`config.mk`:
```
export PLATFORM = sky130hd
export DESIGN_NAME = uart_fifo_ctrl
export DESIGN_NICKNAME = d
export VERILOG_FILES = /design/src/rtl/uart_fc_pkg.sv /design/src/rtl/uart_fc_fifo.sv /design/src/rtl/uart_fc_reg.sv /design/src/rtl/uart_fifo_ctrl.sv
export SDC_FILE = /design/constraint.sdc
export NUM_CORES = 1
export LEC_CHECK = 0
export BUFFER_PORTS_ARGS = -buffer_cell sky130_fd_sc_hd__buf_2
export CORE_MARGIN = 10
export CORE_UTILIZATION = 43
export CTS_BUF_LIST = sky130_fd_sc_hd__clkbuf_2
export DETAILED_ROUTE_END_ITERATION = 10
export MAX_ROUTING_LAYER = met4
export PLACE_DENSITY = 0.68
export SYNTH_ARGS = -nofsm -noshare
export SYNTH_HDL_FRONTEND = slang
export SYNTH_SLANG_ARGS = --single-unit
```
`constraint.sdc`:
```
create_clock -name clk -period 3.2 [get_ports clk]
set_input_delay 0.64 -clock clk [delete_from_list [all_inputs] [get_ports clk]]
set_output_delay 0.64 -clock clk [all_outputs]
set_load 0.01 [all_outputs]
```
`src/rtl/uart_fc_pkg.sv`:
```
`timescale 1ns/1ps
package uart_fc_pkg;
  // Receive interrupt level code to byte count.
  function automatic logic [4:0] lvl_bytes(input logic [1:0] code);
    case (code)
      2'b00:   lvl_bytes = 5'd1;
      2'b01:   lvl_bytes = 5'd4;
      2'b10:   lvl_bytes = 5'd8;
      default: lvl_bytes = 5'd14;
    endcase
  endfunction
endpackage

```
`src/rtl/uart_fc_fifo.sv`:
```
`timescale 1ns/1ps
module uart_fc_fifo #(
  parameter  int DEPTH = 16,
  parameter  int WIDTH = 8,
  localparam int AW    = $clog2(DEPTH),
  localparam int CW    = $clog2(DEPTH + 1)
) (
  input  logic             clk,
  input  logic             rst,
  input  logic             clr,
  input  logic             single,
  input  logic             push,
  input  logic [WIDTH-1:0] din,
  input  logic             pop,
  output logic [WIDTH-1:0] dout,
  output logic [CW-1:0]    count,
  output logic             overflow
);
  logic [WIDTH-1:0] mem [DEPTH];
  logic [AW-1:0]    wr_ptr, rd_ptr;
  logic             full, empty, push_ok, pop_ok;

  function automatic logic [AW-1:0] bump(input logic [AW-1:0] p);
    bump = (p == AW'(DEPTH - 1)) ? '0 : p + AW'(1);
  endfunction

  always_comb begin
    empty    = (count == '0);
    full     = single ? !empty : (count == CW'(DEPTH));
    push_ok  = push && !full && !clr;
    pop_ok   = pop && !empty && !clr;
    overflow = push && full && !clr;
  end

  // Storage without reset so a block RAM can hold it.
  always_ff @(posedge clk) begin
    if (push_ok) mem[wr_ptr] <= din;
  end

  always_ff @(posedge clk) begin
    if (rst) begin
      wr_ptr <= '0;
      rd_ptr <= '0;
      count  <= '0;
      dout   <= '0;
    end else if (clr) begin
      wr_ptr <= '0;
      rd_ptr <= '0;
      count  <= '0;
    end else begin
      if (push_ok) wr_ptr <= bump(wr_ptr);
      if (pop_ok) begin
        rd_ptr <= bump(rd_ptr);
        dout   <= mem[rd_ptr];
      end
      case ({push_ok, pop_ok})
        2'b10:   count <= count + CW'(1);
        2'b01:   count <= count - CW'(1);
        default: count <= count;
      endcase
    end
  end
endmodule

```
`src/rtl/uart_fc_reg.sv`:
```
`timescale 1ns/1ps
module uart_fc_reg (
  input  logic       clk,
  input  logic       rst,
  input  logic       wr_en,
  input  logic [7:0] wr_data,
  output logic       fifo_en,
  output logic       dma_mode,
  output logic [1:0] rx_level,
  output logic       rx_clr,
  output logic       tx_clr
);
  logic wr_on, wr_off_drop;
  logic unused_rsvd;

  assign unused_rsvd = ^wr_data[5:4];

  always_comb begin
    wr_on       = wr_en && wr_data[0];
    wr_off_drop = wr_en && !wr_data[0] && fifo_en;
    // Flush strobes live for the write cycle only: nothing stores them.
    rx_clr      = (wr_on && wr_data[1]) || wr_off_drop;
    tx_clr      = (wr_on && wr_data[2]) || wr_off_drop;
  end

  always_ff @(posedge clk) begin
    if (rst) begin
      fifo_en  <= 1'b0;
      dma_mode <= 1'b0;
      rx_level <= 2'b00;
    end else if (wr_en) begin
      fifo_en <= wr_data[0];
      if (wr_data[0]) begin
        dma_mode <= wr_data[3];
        rx_level <= wr_data[7:6];
      end else begin
        dma_mode <= 1'b0;
      end
    end
  end
endmodule

```
`src/rtl/uart_fifo_ctrl.sv`:
```
`timescale 1ns/1ps
module uart_fifo_ctrl #(
  parameter  int DEPTH = 16,
  localparam int CW    = $clog2(DEPTH + 1)
) (
  input  logic          clk,
  input  logic          rst,
  input  logic          wr_en,
  input  logic [7:0]    wr_data,
  input  logic          rx_push,
  input  logic [7:0]    rx_data,
  input  logic          rx_rd,
  output logic [7:0]    rx_dout,
  input  logic          tx_wr,
  input  logic [7:0]    tx_data,
  input  logic          tx_pop,
  output logic [7:0]    tx_dout,
  output logic          fifo_en,
  output logic          dma_mode,
  output logic [1:0]    rx_level,
  output logic [CW-1:0] rx_count,
  output logic [CW-1:0] tx_count,
  output logic          rx_irq,
  output logic          rx_overrun
);
  logic          rx_clr, tx_clr, rx_ovf, tx_ovf_unused;
  logic [CW-1:0] thr;

  uart_fc_reg u_reg (
    .clk(clk), .rst(rst), .wr_en(wr_en), .wr_data(wr_data),
    .fifo_en(fifo_en), .dma_mode(dma_mode), .rx_level(rx_level),
    .rx_clr(rx_clr), .tx_clr(tx_clr)
  );

  uart_fc_fifo #(.DEPTH(DEPTH), .WIDTH(8)) u_rxq (
    .clk(clk), .rst(rst), .clr(rx_clr), .single(!fifo_en),
    .push(rx_push), .din(rx_data), .pop(rx_rd), .dout(rx_dout),
    .count(rx_count), .overflow(rx_ovf)
  );

  uart_fc_fifo #(.DEPTH(DEPTH), .WIDTH(8)) u_txq (
    .clk(clk), .rst(rst), .clr(tx_clr), .single(!fifo_en),
    .push(tx_wr), .din(tx_data), .pop(tx_pop), .dout(tx_dout),
    .count(tx_count), .overflow(tx_ovf_unused)
  );

  always_comb begin
    thr    = fifo_en ? CW'(uart_fc_pkg::lvl_bytes(rx_level)) : CW'(1);
    rx_irq = (rx_count != '0) && (rx_count >= thr);
  end

  always_ff @(posedge clk) begin
    if (rst)         rx_overrun <= 1'b0;
    else if (rx_clr) rx_overrun <= 1'b0;
    else if (rx_ovf) rx_overrun <= 1'b1;
  end
endmodule

```
# Yosys cells after proc, flatten, opt, wreduce, memory -nomap -nowiden
# Memories as Yosys holds them, arrays and structs flattened. A register that Yosys moved wholly into a read port is not among the register bits.
# Index checks and enable logic that the tools add are counted.
[op_classes]
n_addsub = 8
multipliers = 0
div = 0
n_lt_le_gt_ge = 1
n_eq_ne = 12
shift = 0
n_mux = 15
bitwise_logic = 2
reduce_logical = 36
[op_table]
columns = ["cell", "n"]
rows = [
  ["one-hot mux 5 bit (2 select lines)", 2],
  ["adder 4 x 1 -> 4 bit, second input constant", 4],
  ["equality test 4 bit, second input constant", 4],
  ["logical AND 1 bit", 16],
  ["two-way mux 4 bit", 4],
  ["one-hot mux 4 bit (3 select lines)", 1],
  ["adder 5 x 1 -> 5 bit, second input constant", 2],
  ["equality test 5 bit, second input constant", 2],
  ["zero test 5 bit", 2],
  ["subtractor 5 x 1 -> 5 bit, second input constant", 2],
  ["zero test 1 bit", 7],
  ["two-way mux 1 bit", 7],
  ["equality test 2 x 1 -> 1 bit, second input constant", 3],
  ["equality test 2 bit, second input constant", 3],
  ["AND reduction 2 bit", 3],
  ["greater-or-equal comparator 5 bit", 1],
  ["two-way mux 5 bit", 1],
  ["nonzero test 5 bit", 1],
  ["nonzero test 2 bit", 2],
  ["OR reduction 2 bit", 2],
  ["zero test 2 bit", 1],
  ["logical OR 1 bit", 2],
  ["NOT 1 bit", 2],
]
[word_totals]
reg_bits = 31
latch_bits = 0
ram_bits = 256
mem_bits_ro = 0
inputBits = 31
out_inout_bits = 32
elab_cells = 86
memories = 2
[memory_table]
columns = ["name", "depth", "word_bits", "read_ports", "rd_ports_with_merged_regs", "wr", "line_no", "text"]
rows = [
  ["u_rxq.mem", 16, 8, 1, 1, 1, "uart_fc_fifo.sv:19", "logic [WIDTH-1:0] mem [DEPTH];"],
  ["u_txq.mem", 16, 8, 1, 1, 1, "uart_fc_fifo.sv:19", ""],
]

# Logic depth before layout (Yosys ltp)
[logic_depth]
ltp_word = 8
mapped_depth = 16
mapped_depth_nobuf = 12

# Modules after synthesis
# From an unflattened synthesis, not the netlist that was laid out.
[unflattened]
cells_unflattened = 798
area_unflattened_um2 = 12628.4
[modules_own_cells]
columns = ["module", "instances", "cells_per_inst", "area_per_inst_um2", "seq_area_each_um2"]
rows = [
  ["uart_fc_fifo (u_txq)", 1, 378, 6135.9, 4264.1],
  ["uart_fc_fifo (u_rxq)", 1, 377, 6127.1, 4264.1],
  ["uart_fc_reg", 1, 22, 210.2, 80.1],
  ["uart_fifo_ctrl", 1, 21, 155.1, 20.0],
]

# Worst setup path before layout
# No wires, ideal clock.
[synth_timing]
path_type = "input port to flip-flop"
startpoint = "input wr_data[0]"
endpoint = "register u_txq.count[4]"
setup_time_ps = 74
arrival_time_ps = 3217
slack_ps = -91
path_stages = 16
n_path_buf = 4
path_cell_list = "clkbuf_1 -> mux2i_1 -> nand2b_1 -> and3_1 -> buf_4 -> buf_6 -> inv_1 -> ha_1 -> clkbuf_1 -> xor2_1 -> ha_1 -> o21a_1 -> o21ai_0 -> a2bb2oi_1 -> or4_1 -> o21ai_0"
[synth_between]
elab_chain_len = 8
word_cells_on_any_way = 14
classes_between = "eq/ne: 2; mux: 1; reduce/logical: 11"
[synth_rtl]
columns = ["item", "line_no", "text"]
rows = [
  ["start, declared", "uart_fifo_ctrl.sv:9", "input logic [7:0] wr_data,"],
  ["zero test 1 bit", "uart_fc_reg.sv:20", "wr_off_drop = wr_en && !wr_data[0] && fifo_en;"],
  ["logical AND 1 bit (2 in a row)", "uart_fc_reg.sv:20", ""],
  ["logical OR 1 bit (*)", "uart_fc_reg.sv:23", "tx_clr = (wr_on && wr_data[2]) || wr_off_drop;"],
  ["zero test 1 bit", "uart_fc_fifo.sv:30, uart_fc_fifo.sv:31", ""],
  ["logical AND 1 bit, on equally long branches", "uart_fc_fifo.sv:31, uart_fc_fifo.sv:30", ""],
  ["equality test 2 x 1 -> 1 bit / equality test 2 bit (equally long branches)", "uart_fc_fifo.sv:56", "case ({push_ok, pop_ok})"],
  ["one-hot mux 5 bit (2 select lines) / nonzero test 2 bit (equally long branches)", "-", ""],
  ["end signal, assigned", "uart_fc_fifo.sv:57", "2'b10: count <= count + CW'(1);"],
  ["end signal, assigned", "uart_fc_fifo.sv:58", "2'b01: count <= count - CW'(1);"],
  ["end signal, assigned", "uart_fc_fifo.sv:59", "default: count <= count;"],
  ["end, declared", "uart_fc_fifo.sv:16", "output logic [CW-1:0] count,"],
]
# Every way passes the cells marked *; elsewhere a longest branch is shown, timed or not.
# A chain may end at the register's enable or synchronous reset.

# Worst setup path in the final report
[layout_timing]
startpoint = "register u_rxq.count[0]"
endpoint = "register u_rxq.count[4]"
[layout_between]
elab_chain_len = 8
word_cells_on_any_way = 15
classes_between = "add/sub: 2; eq/ne: 3; mux: 2; reduce/logical: 8"
[layout_rtl]
columns = ["item", "line_no", "text"]
rows = [
  ["start, declared", "uart_fc_fifo.sv:16", ""],
  ["start signal, assigned", "uart_fc_fifo.sv:57", ""],
  ["start signal, assigned", "uart_fc_fifo.sv:58", ""],
  ["start signal, assigned", "uart_fc_fifo.sv:59", ""],
  ["zero test 5 bit", "uart_fc_fifo.sv:28", "empty = (count == '0);"],
  ["zero test 1 bit", "uart_fc_fifo.sv:29, uart_fc_fifo.sv:31", ""],
  ["two-way mux 1 bit", "uart_fc_fifo.sv:29", "full = single ? !empty : (count == CW'(DEPTH));"],
  ["zero test 1 bit", "uart_fc_fifo.sv:30", "push_ok = push && !full && !clr;"],
  ["logical AND 1 bit (2 in a row)", "uart_fc_fifo.sv:30", ""],
  ["equality test 2 x 1 -> 1 bit / equality test 2 bit (equally long branches)", "uart_fc_fifo.sv:56", ""],
  ["one-hot mux 5 bit (2 select lines) / nonzero test 2 bit (equally long branches)", "-", ""],
]
# Parallel ways exist; a longest one is shown, timed or not.

==> impl_metrics.env <==
export IMPL_drt_wl_total_um=25200
export IMPL_die_w_um=189
export IMPL_grt_overflow_total=0
export IMPL_firstDrtPassIters=5
export IMPL_p_seq_frac=0.497
export IMPL_required_ps=3950
export IMPL_setup_tns_ps=0
export IMPL_netlist_instances=733
export IMPL_synth_area_top_cells="edfxtp_1 (63%), mux4_2 (12%), dfxtp_1 (7.7%)"
export IMPL_avgSynthCellArea_sq_um=16.7
export IMPL_fin_skew_ps=79.1
export IMPL_hp_class="in -> reg"
export IMPL_start_util=0.438
export IMPL_fillers=2378
export IMPL_dominantRegCellSynth="edfxtp_1"
export IMPL_cts_buffers=73
export IMPL_crit_fanout=8
export IMPL_grt_start_max_net_pins=37
export IMPL_cts_resized=1
export IMPL_mappedNetlistArea_sq_um=12300
export IMPL_vias=6902
export IMPL_core_area_sq_um=28000
export IMPL_critPathLaunchType="flop"
export IMPL_die_h_um=189
export IMPL_cts_root_buf="clkbuf_2"
export IMPL_worstSkewPairLatency_ps=850
export IMPL_synth_seq_cells=303
export IMPL_rsz0062_at_grt="no"
export IMPL_io_pin_count=63
export IMPL_drt_initial_drc_count=515
export IMPL_dp_hpwl_um=16100
export IMPL_grt_pass1_vias=6955
export IMPL_finalCoreUtilization=0.497
export IMPL_combPwrFrac=0.226
export IMPL_cts_path_max_buffers=3
export IMPL_synth_nets=786
export IMPL_path_class="reg -> reg"
export IMPL_place_area_sq_um=13200
export IMPL_cts_setup_buffers=0
export IMPL_cap_viol_max_count=0
export IMPL_ys_types=50
export IMPL_period_needed_ps=3020
export IMPL_area_growth_syn_to_layout_pct=13.4
export IMPL_grt_use_total=0.144
export IMPL_netSwitchingPower_mw=2.75
export IMPL_place_congestion=0.756
export IMPL_cts_hold_buffers=0
export IMPL_relSlewSlack=0.497
export IMPL_post_route_period_util=0.944
export IMPL_drive_gt1_frac=0.316
export IMPL_setup_viol=0
export IMPL_stdcell_count=1306
export IMPL_dp_cells=1169
export IMPL_p_sw_frac=0.296
export IMPL_htree_levels=3
export IMPL_antenna_found_initial=1
export IMPL_leakage_nw=4.90
export IMPL_ir_drop_uv=336
export IMPL_cts_sinks=303
export IMPL_arrival_ps=3780
export IMPL_async_flop_share=0
export IMPL_synth_enable_flop_cells=256
export IMPL_wire_per_inst_um=19.3
export IMPL_p_clk_frac=0.277
export IMPL_tritoncts="built"
export IMPL_timing_fmax_mhz=331
export IMPL_die_area_sq_um=35700
export IMPL_antenna_left=0
export IMPL_slew_violations=0
export IMPL_nNetsFinal=919
export IMPL_portBuffers=60
export IMPL_power_density_nw_per_um2=668
export IMPL_endpoint_kind="flop"
export IMPL_seq_area_frac_synth=0.703
export IMPL_viasPerCell=5.28
export IMPL_p_int_mw=6.54
export IMPL_synth_top_area_frac=0.626
export IMPL_final_area_sq_um=13900
export IMPL_num_rows=61
export IMPL_grt_pass1_wl_um=38900
export IMPL_cts_reportedPaths_clkPinSlew_ps=100
export IMPL_hold_viol=0
export IMPL_status="complete, no violations"
export IMPL_ys_warn_count=0
export IMPL_remaining_drc_errors=0
export IMPL_tightest_slew_ps=753
export IMPL_synth_top_area_cell="edfxtp_1"
-- metal layers --
metal / GRT usage / wire length [um]
met5: - / 0
met4: 0.0604 / 597
met3: 0.0259 / 1320
met2: 0.214 / 11900
met1: 0.193 / 11400
-- through the flow --
stage	worst slack [ps]	hold slack, ps	power [mW]
finish	179	88.7	9.30
global route	29.9	30.6	9.84
CTS	62.8	16.2	9.40
detailed placement	80.4	440	6.83
global placement	97.2	437	6.79
floorplan	4.59	470	6.21
-- layout by cell type, fill, tap and decap left out, types with 2 or more instances in the layout --
master / synthesis / final
o21ai_1: 1 / 3
or3_1: 3 / 3
a22oi_1: 34 / 34
buf_12: 0 / 2
dfxtp_1: 47 / 44
and3_1: 15 / 15
xor2_1: 11 / 11
nor2_1: 53 / 53
buf_2: 14 / 60
a21o_1: 2 / 2
clkinvlp_4: 0 / 5
nand2b_1: 7 / 7
nor3_1: 5 / 5
and2_1: 4 / 4
a311oi_1: 4 / 4
buf_4: 1 / 40
nand3_1: 9 / 9
o21ai_0: 8 / 6
edfxtp_1: 256 / 256
mux4_2: 64 / 64
o21a_1: 3 / 3
bufinv_16: 0 / 2
nor2b_1: 9 / 9
clkinv_1: 0 / 20
clkbuf_2: 1 / 108
ha_1: 22 / 22
a31oi_1: 3 / 3
or4_4: 2 / 2
nand2_1: 29 / 29
o221ai_2: 0 / 2
dfxtp_2: 0 / 2
inv_1: 15 / 15
a21oi_1: 56 / 56
xnor2_1: 2 / 2
mux2i_1: 6 / 6
-- final cells by class --
| type | instances | area, sq um | area share |
|---|---|---|---|
| multi-input combinational | 371 | 3390 | 0.244 |
| sequential | 303 | 8630 | 0.620 |
| inverter | 15 | 56.3 | 0.00405 |
| antenna | 1 | 2.50 | 0.000180 |
| tap | 378 | 473 | 0.0340 |
| clock inverter | 28 | 178 | 0.0128 |
| clock buffer | 108 | 541 | 0.0388 |
| timing repair buffer | 102 | 641 | 0.0460 |
-- cell families after synthesis --
group	after synthesis	share of synthesized area
AOI/OAI and AO/OA	122	0.0626
muxes	71	0.124
buffers and inverters	59	0.0217
adders and majority gates	22	0.0224
and+or+nand+nor	143	0.0569
DFF	303	0.703
xor gates and xnor gates	13	0.00928
-- cell usage after synthesis (4+ instances only) --
cell and instances:
edfxtp_1 256, mux4_2 64, a21oi_1 56, nor2_1 53, dfxtp_1 47, a22oi_1 34
nand2_1 29, ha_1 22, clkbuf_1 20, and3_1 15, inv_1 15, buf_2 14
xor2_1 11, nand3_1 9, nor2b_1 9, o21ai_0 8, nand2b_1 7, mux2i_1 6
buf_1 5, nor3_1 5, a311oi_1 4, and2_1 4
-- power groups by stage --
stage / Combinational [mW] / Clock, mW / Sequential (mW)
finish: 2.10 / 2.57 / 4.62
global route: 2.32 / 2.88 / 4.65
CTS: 2.13 / 2.65 / 4.62
detailed placement: 2.12 / 0 / 4.71
global placement: 2.09 / 0 / 4.70
floorplan: 1.47 / 0 / 4.75
-- worst paths after layout --
path,slack [ps],cells past startpoint,to,startpoint
min reg2reg,460,2,rx_overrun,rx_overrun
min,90,3,rx_overrun,rx_push
max,180,12,u_rxq.count[4],u_rxq.count[0]
max reg2reg,180,12,u_rxq.count[4],u_rxq.count[0]
-- critical path, cell delays in order (launching register included) --
cell,delay (ps)
dfxtp_1,320
or4_4,580
mux2i_4,230
and2_4,180
inv_1,50
ha_1,280
xor2_1,180
ha_1,220
a211o_1,270
a21oi_1,140
a221oi_1,70
or3_1,310
a21oi_1,140
-- flip-flops by register name, summed over array words and instances (netlist names), 5 cells and up --
signal,flops
u_txq.mem,128
u_rxq.count,5
u_txq.dout,8
u_txq.count,5
u_rxq.mem,128
u_rxq.dout,8
(Power assumes the default switching activity.)
